==> config.mk <==
export PLATFORM = sky130hd
export DESIGN_NAME = synth_prog_port
export DESIGN_NICKNAME = d
export VERILOG_FILES = /design/src/rtl/synth_prog_pkg.sv /design/src/rtl/prog_sync.sv /design/src/rtl/prog_shifter.sv /design/src/rtl/synth_prog_port.sv
export SDC_FILE = /design/constraint.sdc
export NUM_CORES = 1
export LEC_CHECK = 0
export ABC_AREA = 0
export CORE_AREA = 2 2 103 105
export DETAILED_ROUTE_END_ITERATION = 12
export DIE_AREA = 0 0 105 107
export GPL_ROUTABILITY_DRIVEN = 0
export PLACE_DENSITY = 0.94
export SYNTH_ARGS = -nofsm -noshare
export SYNTH_HDL_FRONTEND = slang
export SYNTH_SLANG_ARGS = --single-unit
export TNS_END_PERCENT = 100
==> constraint.sdc <==
create_clock -name clk -period 3.2 [get_ports clk]
set_clock_uncertainty 0.2 [all_clocks]
set_input_delay 0.32 -clock clk [delete_from_list [all_inputs] [get_ports clk]]
set_output_delay 0.32 -clock clk [all_outputs]
set_load 0.05 [all_outputs]
==> src/rtl/synth_prog_pkg.sv <==
package synth_prog_pkg;

    typedef enum logic [1:0] {
        ST_IDLE,
        ST_HI_SHIFT,
        ST_CH_SHIFT,
        ST_CH_ARMED
    } port_state_e;

    typedef struct packed {
        logic test;
        logic aux_sel;
        logic ref_div3;
        logic tx_pd;
        logic rx_pd;
        logic ref_pd;
    } ctl_bits_t;

endpackage

==> src/rtl/prog_sync.sv <==
module prog_sync #(
    parameter int W      = 4,
    parameter int STAGES = 2
) (
    input  logic         clk,
    input  logic         rst_n,
    input  logic [W-1:0] d,
    output logic [W-1:0] q,
    output logic [W-1:0] rise,
    output logic [W-1:0] fall
);
    logic [STAGES:0][W-1:0] pipe;

    always_ff @(posedge clk or negedge rst_n) begin
        if (!rst_n) begin
            pipe <= '0;
        end else begin
            pipe <= {pipe[STAGES-1:0], d};
        end
    end

    assign q    = pipe[STAGES-1];
    assign rise = pipe[STAGES-1] & ~pipe[STAGES];
    assign fall = ~pipe[STAGES-1] & pipe[STAGES];
endmodule

==> src/rtl/prog_shifter.sv <==
module prog_shifter #(
    parameter int MAIN_W = 32,
    parameter int AUX_W  = 16,
    parameter int CNT_W  = 6
) (
    input  logic              clk,
    input  logic              rst_n,
    input  logic              clear,
    input  logic              shift,
    input  logic              din,
    input  logic              ain,
    output logic [MAIN_W-1:0] main_q,
    output logic [AUX_W-1:0]  aux_q,
    output logic [CNT_W-1:0]  count
);
    localparam logic [CNT_W-1:0] CNT_MAX = {CNT_W{1'b1}};

    always_ff @(posedge clk or negedge rst_n) begin
        if (!rst_n) begin
            main_q <= '0;
            aux_q  <= '0;
            count  <= '0;
        end else if (clear && shift) begin
            main_q <= {{(MAIN_W-1){1'b0}}, din};
            aux_q  <= {{(AUX_W-1){1'b0}}, ain};
            count  <= CNT_W'(1);
        end else if (clear) begin
            main_q <= '0;
            aux_q  <= '0;
            count  <= '0;
        end else if (shift) begin
            main_q <= {main_q[MAIN_W-2:0], din};
            aux_q  <= {aux_q[AUX_W-2:0], ain};
            if (count != CNT_MAX) begin
                count <= count + CNT_W'(1);
            end
        end
    end
endmodule

==> src/rtl/synth_prog_port.sv <==
module synth_prog_port
    import synth_prog_pkg::*;
#(
    parameter int RATIO_W   = 16,
    parameter int REF_W     = 12,
    parameter int AUX_REF_W = 14,
    parameter int SEL_W     = 5,
    parameter int CTL_LEN   = 8,
    parameter int MIN_RATIO = 16,
    parameter int SYNC_STG  = 2
) (
    input  logic                 clk,
    input  logic                 rst_n,
    input  logic                 ser_clk,
    input  logic                 ser_en,
    input  logic                 ser_dat,
    input  logic                 ser_aux,
    output logic                 ctl_test,
    output logic                 ctl_aux_sel,
    output logic                 ctl_ref_div3,
    output logic                 ctl_tx_pd,
    output logic                 ctl_rx_pd,
    output logic                 ctl_ref_pd,
    output logic [SEL_W-1:0]     ref_sel,
    output logic [REF_W-1:0]     ref_ratio,
    output logic [AUX_REF_W-1:0] aux_ratio,
    output logic [RATIO_W-1:0]   tx_ratio,
    output logic [RATIO_W-1:0]   rx_ratio
);
    localparam int HI_W    = 1 + SEL_W + REF_W + AUX_REF_W;
    localparam int CH_W    = 2 * RATIO_W;
    localparam int SHIFT_W = (HI_W > CH_W) ? HI_W : CH_W;
    localparam int CNT_W   = $clog2(SHIFT_W + 2);
    localparam logic [RATIO_W-1:0] FLOOR = RATIO_W'(MIN_RATIO);

    logic [3:0] s_q, s_rise, s_fall;
    logic       clk_rise, en_rise, en_fall, en_lvl, dat_s, aux_s;

    prog_sync #(.W(4), .STAGES(SYNC_STG)) u_sync (
        .clk(clk), .rst_n(rst_n),
        .d({ser_aux, ser_dat, ser_en, ser_clk}),
        .q(s_q), .rise(s_rise), .fall(s_fall)
    );

    assign clk_rise = s_rise[0];
    assign en_rise  = s_rise[1];
    assign en_fall  = s_fall[1];
    assign en_lvl   = s_q[1];
    assign dat_s    = s_q[2];
    assign aux_s    = s_q[3];

    logic                sh_clear, sh_shift;
    logic [SHIFT_W-1:0]  sh_main;
    logic [RATIO_W-1:0]  sh_aux;
    logic [CNT_W-1:0]    sh_cnt;

    prog_shifter #(.MAIN_W(SHIFT_W), .AUX_W(RATIO_W), .CNT_W(CNT_W)) u_shift (
        .clk(clk), .rst_n(rst_n),
        .clear(sh_clear), .shift(sh_shift),
        .din(dat_s), .ain(aux_s),
        .main_q(sh_main), .aux_q(sh_aux), .count(sh_cnt)
    );

    port_state_e state_q, state_d;
    logic        commit_hi, commit_ch;

    always_ff @(posedge clk or negedge rst_n) begin
        if (!rst_n) state_q <= ST_IDLE;
        else        state_q <= state_d;
    end

    always_comb begin
        state_d   = state_q;
        sh_clear  = 1'b0;
        sh_shift  = 1'b0;
        commit_hi = 1'b0;
        commit_ch = 1'b0;
        unique case (state_q)
            ST_IDLE: begin
                if (en_rise) begin
                    sh_clear = 1'b1;
                    state_d  = ST_HI_SHIFT;
                end else if (clk_rise && !en_lvl) begin
                    sh_clear = 1'b1;
                    sh_shift = 1'b1;
                    state_d  = ST_CH_SHIFT;
                end
            end
            ST_HI_SHIFT: begin
                if (en_fall) begin
                    commit_hi = 1'b1;
                    state_d   = ST_IDLE;
                end else if (clk_rise) begin
                    sh_shift = 1'b1;
                end
            end
            ST_CH_SHIFT: begin
                if (en_rise) begin
                    state_d = ST_CH_ARMED;
                end else if (clk_rise) begin
                    sh_shift = 1'b1;
                end
            end
            ST_CH_ARMED: begin
                if (en_fall) begin
                    commit_ch = 1'b1;
                    state_d   = ST_IDLE;
                end else if (clk_rise) begin
                    sh_clear = 1'b1;
                    sh_shift = 1'b1;
                    state_d  = ST_HI_SHIFT;
                end
            end
        endcase
    end

    function automatic logic [RATIO_W-1:0] floor_ratio(input logic [RATIO_W-1:0] v);
        return (v < FLOOR) ? FLOOR : v;
    endfunction

    ctl_bits_t ctl_q;
    logic      ctl_ok, ref_ok, one_ok, two_ok;

    assign ctl_ok = (sh_cnt == CNT_W'(CTL_LEN)) && sh_main[CTL_LEN-1];
    assign ref_ok = (sh_cnt == CNT_W'(HI_W)) && !sh_main[HI_W-1];
    assign one_ok = !ctl_q.aux_sel && (sh_cnt == CNT_W'(CH_W));
    assign two_ok = ctl_q.aux_sel && (sh_cnt == CNT_W'(RATIO_W));

    always_ff @(posedge clk or negedge rst_n) begin
        if (!rst_n) begin
            ctl_q     <= '0;
            ref_sel   <= '0;
            ref_ratio <= '0;
            aux_ratio <= '0;
            tx_ratio  <= FLOOR;
            rx_ratio  <= FLOOR;
        end else if (commit_hi) begin
            if (ctl_ok) begin
                ctl_q <= ctl_bits_t'(sh_main[$bits(ctl_bits_t)-1:0]);
            end else if (ref_ok) begin
                ref_sel   <= sh_main[HI_W-2 -: SEL_W];
                ref_ratio <= sh_main[REF_W+AUX_REF_W-1 -: REF_W];
                aux_ratio <= sh_main[AUX_REF_W-1:0];
            end
        end else if (commit_ch) begin
            if (one_ok) begin
                rx_ratio <= floor_ratio(sh_main[CH_W-1 -: RATIO_W]);
                tx_ratio <= floor_ratio(sh_main[RATIO_W-1:0]);
            end else if (two_ok) begin
                rx_ratio <= floor_ratio(sh_main[RATIO_W-1:0]);
                tx_ratio <= floor_ratio(sh_aux);
            end
        end
    end

    assign ctl_test     = ctl_q.test;
    assign ctl_aux_sel  = ctl_q.aux_sel;
    assign ctl_ref_div3 = ctl_q.ref_div3;
    assign ctl_tx_pd    = ctl_q.tx_pd;
    assign ctl_rx_pd    = ctl_q.rx_pd;
    assign ctl_ref_pd   = ctl_q.ref_pd;
endmodule

== After elaboration in Yosys (flattened, before gate mapping) ==
Index checks and enable logic that the tools add are counted.

* $add $sub $neg: 1
* Magnitude comparators: 3
* Equality and inequality tests: 11
* Muxes and demuxes: 35
* Bitwise operators: 6
* Reduce and logical (&&, ||, !) cells: 19

{| class="wikitable"
|+ Operator list
! kind !! count
|-
| 16-bit 2-to-1 mux || 10
|-
| 32-bit 2-to-1 mux || 3
|-
| 16-bit by 5-bit less-than comparator with 1-bit output, second input constant || 3
|-
| 6-bit 2-to-1 mux || 4
|-
| 2-bit 2-to-1 mux || 6
|-
| 1-bit 2-to-1 mux || 9
|-
| 2-bit one-hot mux with 4 select lines || 1
|-
| 6-bit by 1-bit adder with 6-bit output, second input constant || 1
|-
| 6-bit by 4-bit == test with 1-bit output, second input constant || 1
|-
| 6-bit by 5-bit == test with 1-bit output, second input constant || 1
|-
| 6-bit == test, second input constant || 1
|-
| 1-bit logical AND || 6
|-
| 3-bit inequality test, second input constant || 2
|-
| 6-bit inequality test, second input constant || 1
|-
| 3-bit AND reduction || 2
|-
| 3-bit nonzero test || 2
|-
| 2-bit AND || 2
|-
| 2-bit == test, second input constant || 2
|-
| 2-bit inequality test, second input constant || 2
|-
| 2-bit inverter || 2
|-
| 2-bit AND reduction || 2
|-
| 4-bit AND reduction || 1
|-
| 1-bit logical NOT || 3
|-
| 1-bit one-hot mux with 3 select lines || 1
|-
| 6 further kinds || 7
|}

* Register bits after elaboration: 135
* Input bits: 6
* Output and inout port bits: 69
* Word-level logic and storage cells: 93

== Logic depth before layout (Yosys ltp) ==
* Depth in word-level cells: 9
* Depth in mapped cells: 9
* Depth with buffers taken out: 7

== Cells and area by module ==
A second synthesis with hierarchy kept.

* Cells, all modules: 502
* Area, all modules: 5998.3 um2

{| class="wikitable"
|+ By module, submodules not included
! module !! times used !! cells each !! area an instance (um2) !! sequential area each (um2)
|-
| synth_prog_port || 1 || 283 || 3278.1 || 1779.2
|-
| prog_shifter || 1 || 195 || 2319.7 || 1351.3
|-
| prog_sync || 1 || 24 || 400.4 || 300.3
|}

== Least setup slack after synthesis ==
No wires, ideal clock.

* Path type: reg2reg
* From: register state_q[1]
* To: register u_shift.main_q[10]
* Setup time: 0.136 ns
* Arrival time: 1.801 ns
* Data required time: 2.864 ns
* Path slack: 1.063 ns
* Stages on the path, launching flop included: 10
* Path buffers: 2
* Clock period less this slack: 2.137 ns
* Path through: dfrtp_1 inv_1 ha_1 nor2_1 a22o_1 or3_1 buf_2 buf_1 nand2_1 a21oi_1

* Word-level cells in the longest chain between the ends: 5
* Elaborated cells on any way between the ends: 11
* Classes of those cells: eq/ne: 3; mux: 4; reduce/logical: 4

{| class="wikitable"
|+ Ends and longest elaborated chain
! item !! RTL line !! RTL
|-
| start, declared || synth_prog_port.sv:64 || <nowiki>port_state_e state_q, state_d;</nowiki>
|-
| start signal, assigned || synth_prog_port.sv:69 || <nowiki>else state_q <= state_d;</nowiki>
|-
| 2-bit == test / 2-bit by 1-bit == test with 1-bit output (equally long branches) || synth_prog_port.sv:78 || <nowiki>unique case (state_q)</nowiki>
|-
| 2-bit OR reduction (no line) || - ||
|-
| 1-bit one-hot mux with 3 select lines || synth_prog_port.sv:78 ||
|-
| 1-bit logical AND || prog_shifter.sv:23 || <nowiki>end else if (clear && shift) begin</nowiki>
|-
| 3-bit nonzero test (no line) / 32-bit 2-to-1 mux (equally long branches) || - ||
|-
| end signal, assigned || prog_shifter.sv:24 || <nowiki>main_q <= {{(MAIN_W-1){1'b0}}, din};</nowiki>
|-
| end signal, assigned || prog_shifter.sv:32 || <nowiki>main_q <= {main_q[MAIN_W-2:0], din};</nowiki>
|-
| end, declared || prog_shifter.sv:12 || <nowiki>output logic [MAIN_W-1:0] main_q,</nowiki>
|}

Parallel ways exist; a longest one is shown, timed or not.
A chain may end at the register's enable or synchronous reset.

== Worst setup path after layout ==
* From: register u_shift.count[0]
* To: register rx_ratio[4]

* Word-level cells in the longest chain between the ends: 4
* Elaborated cells on any way between the ends: 7
* Classes of those cells: eq/ne: 2; mux: 1; reduce/logical: 4

{| class="wikitable"
|+ Ends and longest elaborated chain
! item !! RTL line !! RTL
|-
| start, declared || prog_shifter.sv:14 || <nowiki>output logic [CNT_W-1:0] count</nowiki>
|-
| start signal, assigned || prog_shifter.sv:35 || <nowiki>count <= count + CNT_W'(1);</nowiki>
|-
| 6-bit == test / 6-bit by 5-bit == test with 1-bit output (equally long branches) || synth_prog_port.sv:126, synth_prog_port.sv:127 ||
|-
| 1-bit logical AND, on equally long branches || synth_prog_port.sv:126, synth_prog_port.sv:127 ||
|-
| 2-bit nonzero test (no line) || - ||
|-
| 3-bit AND reduction (no line) || - ||
|-
| end signal, assigned || synth_prog_port.sv:147 || <nowiki>rx_ratio <= floor_ratio(sh_main[CH_W-1 -: RATIO_W]);</nowiki>
|-
| end signal, assigned || synth_prog_port.sv:150 || <nowiki>rx_ratio <= floor_ratio(sh_main[RATIO_W-1:0]);</nowiki>
|-
| end, declared || synth_prog_port.sv:28 || <nowiki>output logic [RATIO_W-1:0] rx_ratio</nowiki>
|}

Parallel ways exist; a longest one is shown, timed or not.

==> run metrics <==
Period minus WS final=2.714 ns; cell taking the most area after synthesis=dfrtp_1; Rows=37; Compound-Gate Fraction of Synth Area=0.1090; CTS Sinks=135; Synth area leaders=dfrtp_1 (58%), nand2_1 (8.1%), mux2_2 (6.7%); met2 WL post-DR=7199 um; count leader, synth=dfrtp_1; sequential element share of the synthesized area=0.5916; critical path fanouts, max=14; Internal Dissipation=3.476 mW; crit path launch type=flop; Final setup viols=0; leak pwr=3.263 nW; ant diodes=0; largest net degree at the start of global routing=75; post-synthesis simple-gate area fraction=0.1320; Synth top area share=0.5824; largest buffer count on any clock path=2; wl on met1=5479 um; post-synth net total=541; mux contribution to synthesized area=0.1222; Synth Area per Inst=10.82 um2; hold path startpoint=ser_aux; #FFs+latches synth=135; Hold WC Path Type=input port to flop; WP data arrival=2.98 ns; drt first-iter violations=424; worst r2r path cells=7; vias in the first global route=4,553; largest family of logic cells by synthesized area=simple AND/OR/NAND/NOR gates; RSZ-0062 raised after global routing=false; Post-Synth XOR/XNOR Area=0; Worst R2R End=rx_ratio[4]; R2R setup slack=0.49 ns; Worst VDD drop=0.0003809 V; Tot Pwr=4.888 mW; clk slew on worst S/H paths=0.07 ns; Port Buffer Count=74; initial antenna violation count=0; Worst EP required=3.47 ns; post-CTS setup buffer count=0; fin nets=617; Initial Utilization=0.5662; vias=4,596; Adder-Cell Fraction of Synth Area=0.01533; Routed wire per std cell=19.58 um; max_slew headroom=0.3743; Final Max Slew Viols=0; Hold EP=u_sync.pipe[3]; TritonCTS clock tree=yes; Synth-to-Final Area Change=27.22%; Fmax=368.4 MHz; fraction of layout cells with a size suffix above 1=0.1345; Die Area=0.01124 mm2; total track usage=0.2781; Top FF cell, synth=dfrtp_1; Logic pwr share=0.154; die height=107 um; Sw Pwr=1.412 mW; capturing element type of the critical path=flop; pwr/cell area=672.4 mW/mm2; Worst Max-Slew Pin Slew=0.9385 ns; Worst Hold Path Cells=1; Final Hold Fails=0; # DRC=0; Post-synth EDFFs=0; post-synth cell types=39; FF-to-FF Start=u_shift.count[0]; post-synthesis cell count=528; # IOs=75; via-per-instance ratio=6.104; Remaining Overflow, GRT=0; # fillers=658; detailed placer's ending HPWL=9172 um; final core occ=0.7203; Post-CTS Resized=0; worst hold margin=0.01613 ns; number of warnings issued by yosys=0; global-route wire length before repair=24,030 um; setup TNS=0 ns; Sequential Power Share=0.408; Sw Share=0.2888; Met3 Wirelength=1579 um; synth cell count leaders=dfrtp_1 (133), nand2_1 (124), a21oi_1 (55); status=finished clean; Crit Path Class=flop to flop; WL final=14,750 um; synthesized area=0.005714 mm2; DR pass1 iterations=5; total core area=0.01009 mm2; asr flop ratio synth=1.000; antenna viol nets, final=0; TritonCTS buffer count=17; max-cap violations=0; root buf cell=clkbuf_8; clk_lat worst skew=0.54 ns; H-tree depth=4; Final Cycle Share=0.8482; Clk pwr share=0.438; top routing layer in use=met4; Die X=105 um
power by group through the flow:
stage / clock [mW] / combinational, mW / sequential [mW]
after detailed placement: 0 / 0.721 / 2.00
after global routing: 2.23 / 0.829 / 2.00
after floorplan: 0 / 0.517 / 1.93
final: 2.14 / 0.754 / 1.99
after CTS: 2.15 / 0.737 / 1.98
after global placement: 0 / 0.676 / 1.99
worst max-delay path, cell delays in order, from the launching register on:
cell and delay (ns):
dfrtp_1 0.42, inv_1 0.10, ha_1 0.15, nand2b_1 0.11, or4_1 0.88, a31oi_2 0.43
a221oi_1 0.16, a21o_1 0.19
state kept, by name (all words and copies together) (netlist names), 5 cells and up:
name,count
u_shift.main_q,32
rx_ratio,16
tx_ratio,16
u_shift.aux_q,16
aux_ratio,14
ref_ratio,12
u_shift.count,6
u_sync.pipe,6
ref_sel,5
placed cells by master, fill, tap and decap left out, types with 2 or more instances in the layout:
cell,synthesis,final
dfrtp_1,133,133
nand2_1,124,124
clkdlybuf4s50_1,0,73
a21oi_1,55,54
mux2_2,34,34
o21ai_0,29,29
mux2i_1,27,27
clkbuf_16,0,16
nor2_1,12,12
nor4_1,11,10
buf_4,0,9
inv_1,8,8
a22oi_1,8,8
nand2b_1,7,7
ha_1,7,7
bufinv_16,0,5
and3_1,4,4
mux2_1,4,4
o21ai_1,4,4
clkbuf_8,0,4
nor2b_1,3,3
a22o_1,3,3
nand3_1,3,3
nor3_1,3,3
or3_1,2,2
a311oi_1,2,2
a221oi_1,2,2
a21o_1,2,2
clkinv_2,0,2
clkinv_4,0,2
buf_12,0,2
dfstp_2,2,2
routing by layer:
layer,vias up,track usage
met2,282,0.4429
met3,65,0.08085
met5,-,0
met4,0,0.1238
li1,1977,-
met1,2272,0.3561
kinds of logic after synthesis:
group	after synthesis
muxes	65
and+or+nand+nor	175
buffers and inverters	36
DFF	135
adders and majority gates	7
AOI/OAI and AO/OA	110
timing repair:
action,CTS,global route
endpoints found under the setup margin,0,0
endpoints found under the hold margin,70,0
hold buffers,1,0
metrics by stage:
stage               setup slack, ns  instance area (um2)  std cells
floorplan                     1.063                 5714        528
global placement             0.7316                 6606        720
detailed placement           0.6232                 6606        720
CTS                          0.5430                 7269        753
global route                 0.3939                 7269        753
finish                       0.4858                 7269        753
layout make-up:
class	instances	area (um2)	share of cell area
Clock buffer	21	459.2	0.06317
Inverter	8	30.03	0.004131
Timing Repair Buffer	85	848.3	0.1167
Clock inverter	11	193.9	0.02668
Sequential cell	135	3381	0.4651
Multi-Input combinational cell	357	2187	0.3009
Tap cell	136	170.2	0.02341
how the worst max path moves through the flow:
stage                                start  slack (ns)                 end
after global routing      u_shift.count[0]        0.39         rx_ratio[2]
after floorplan                 state_q[1]        1.06  u_shift.main_q[10]
after detailed placement  u_shift.count[0]        0.62         rx_ratio[4]
final                     u_shift.count[0]        0.49         rx_ratio[4]
after CTS                 u_shift.count[0]        0.54         rx_ratio[2]
after global placement    u_shift.count[0]        0.73         rx_ratio[4]
Power figures use the tool's default switching activity.
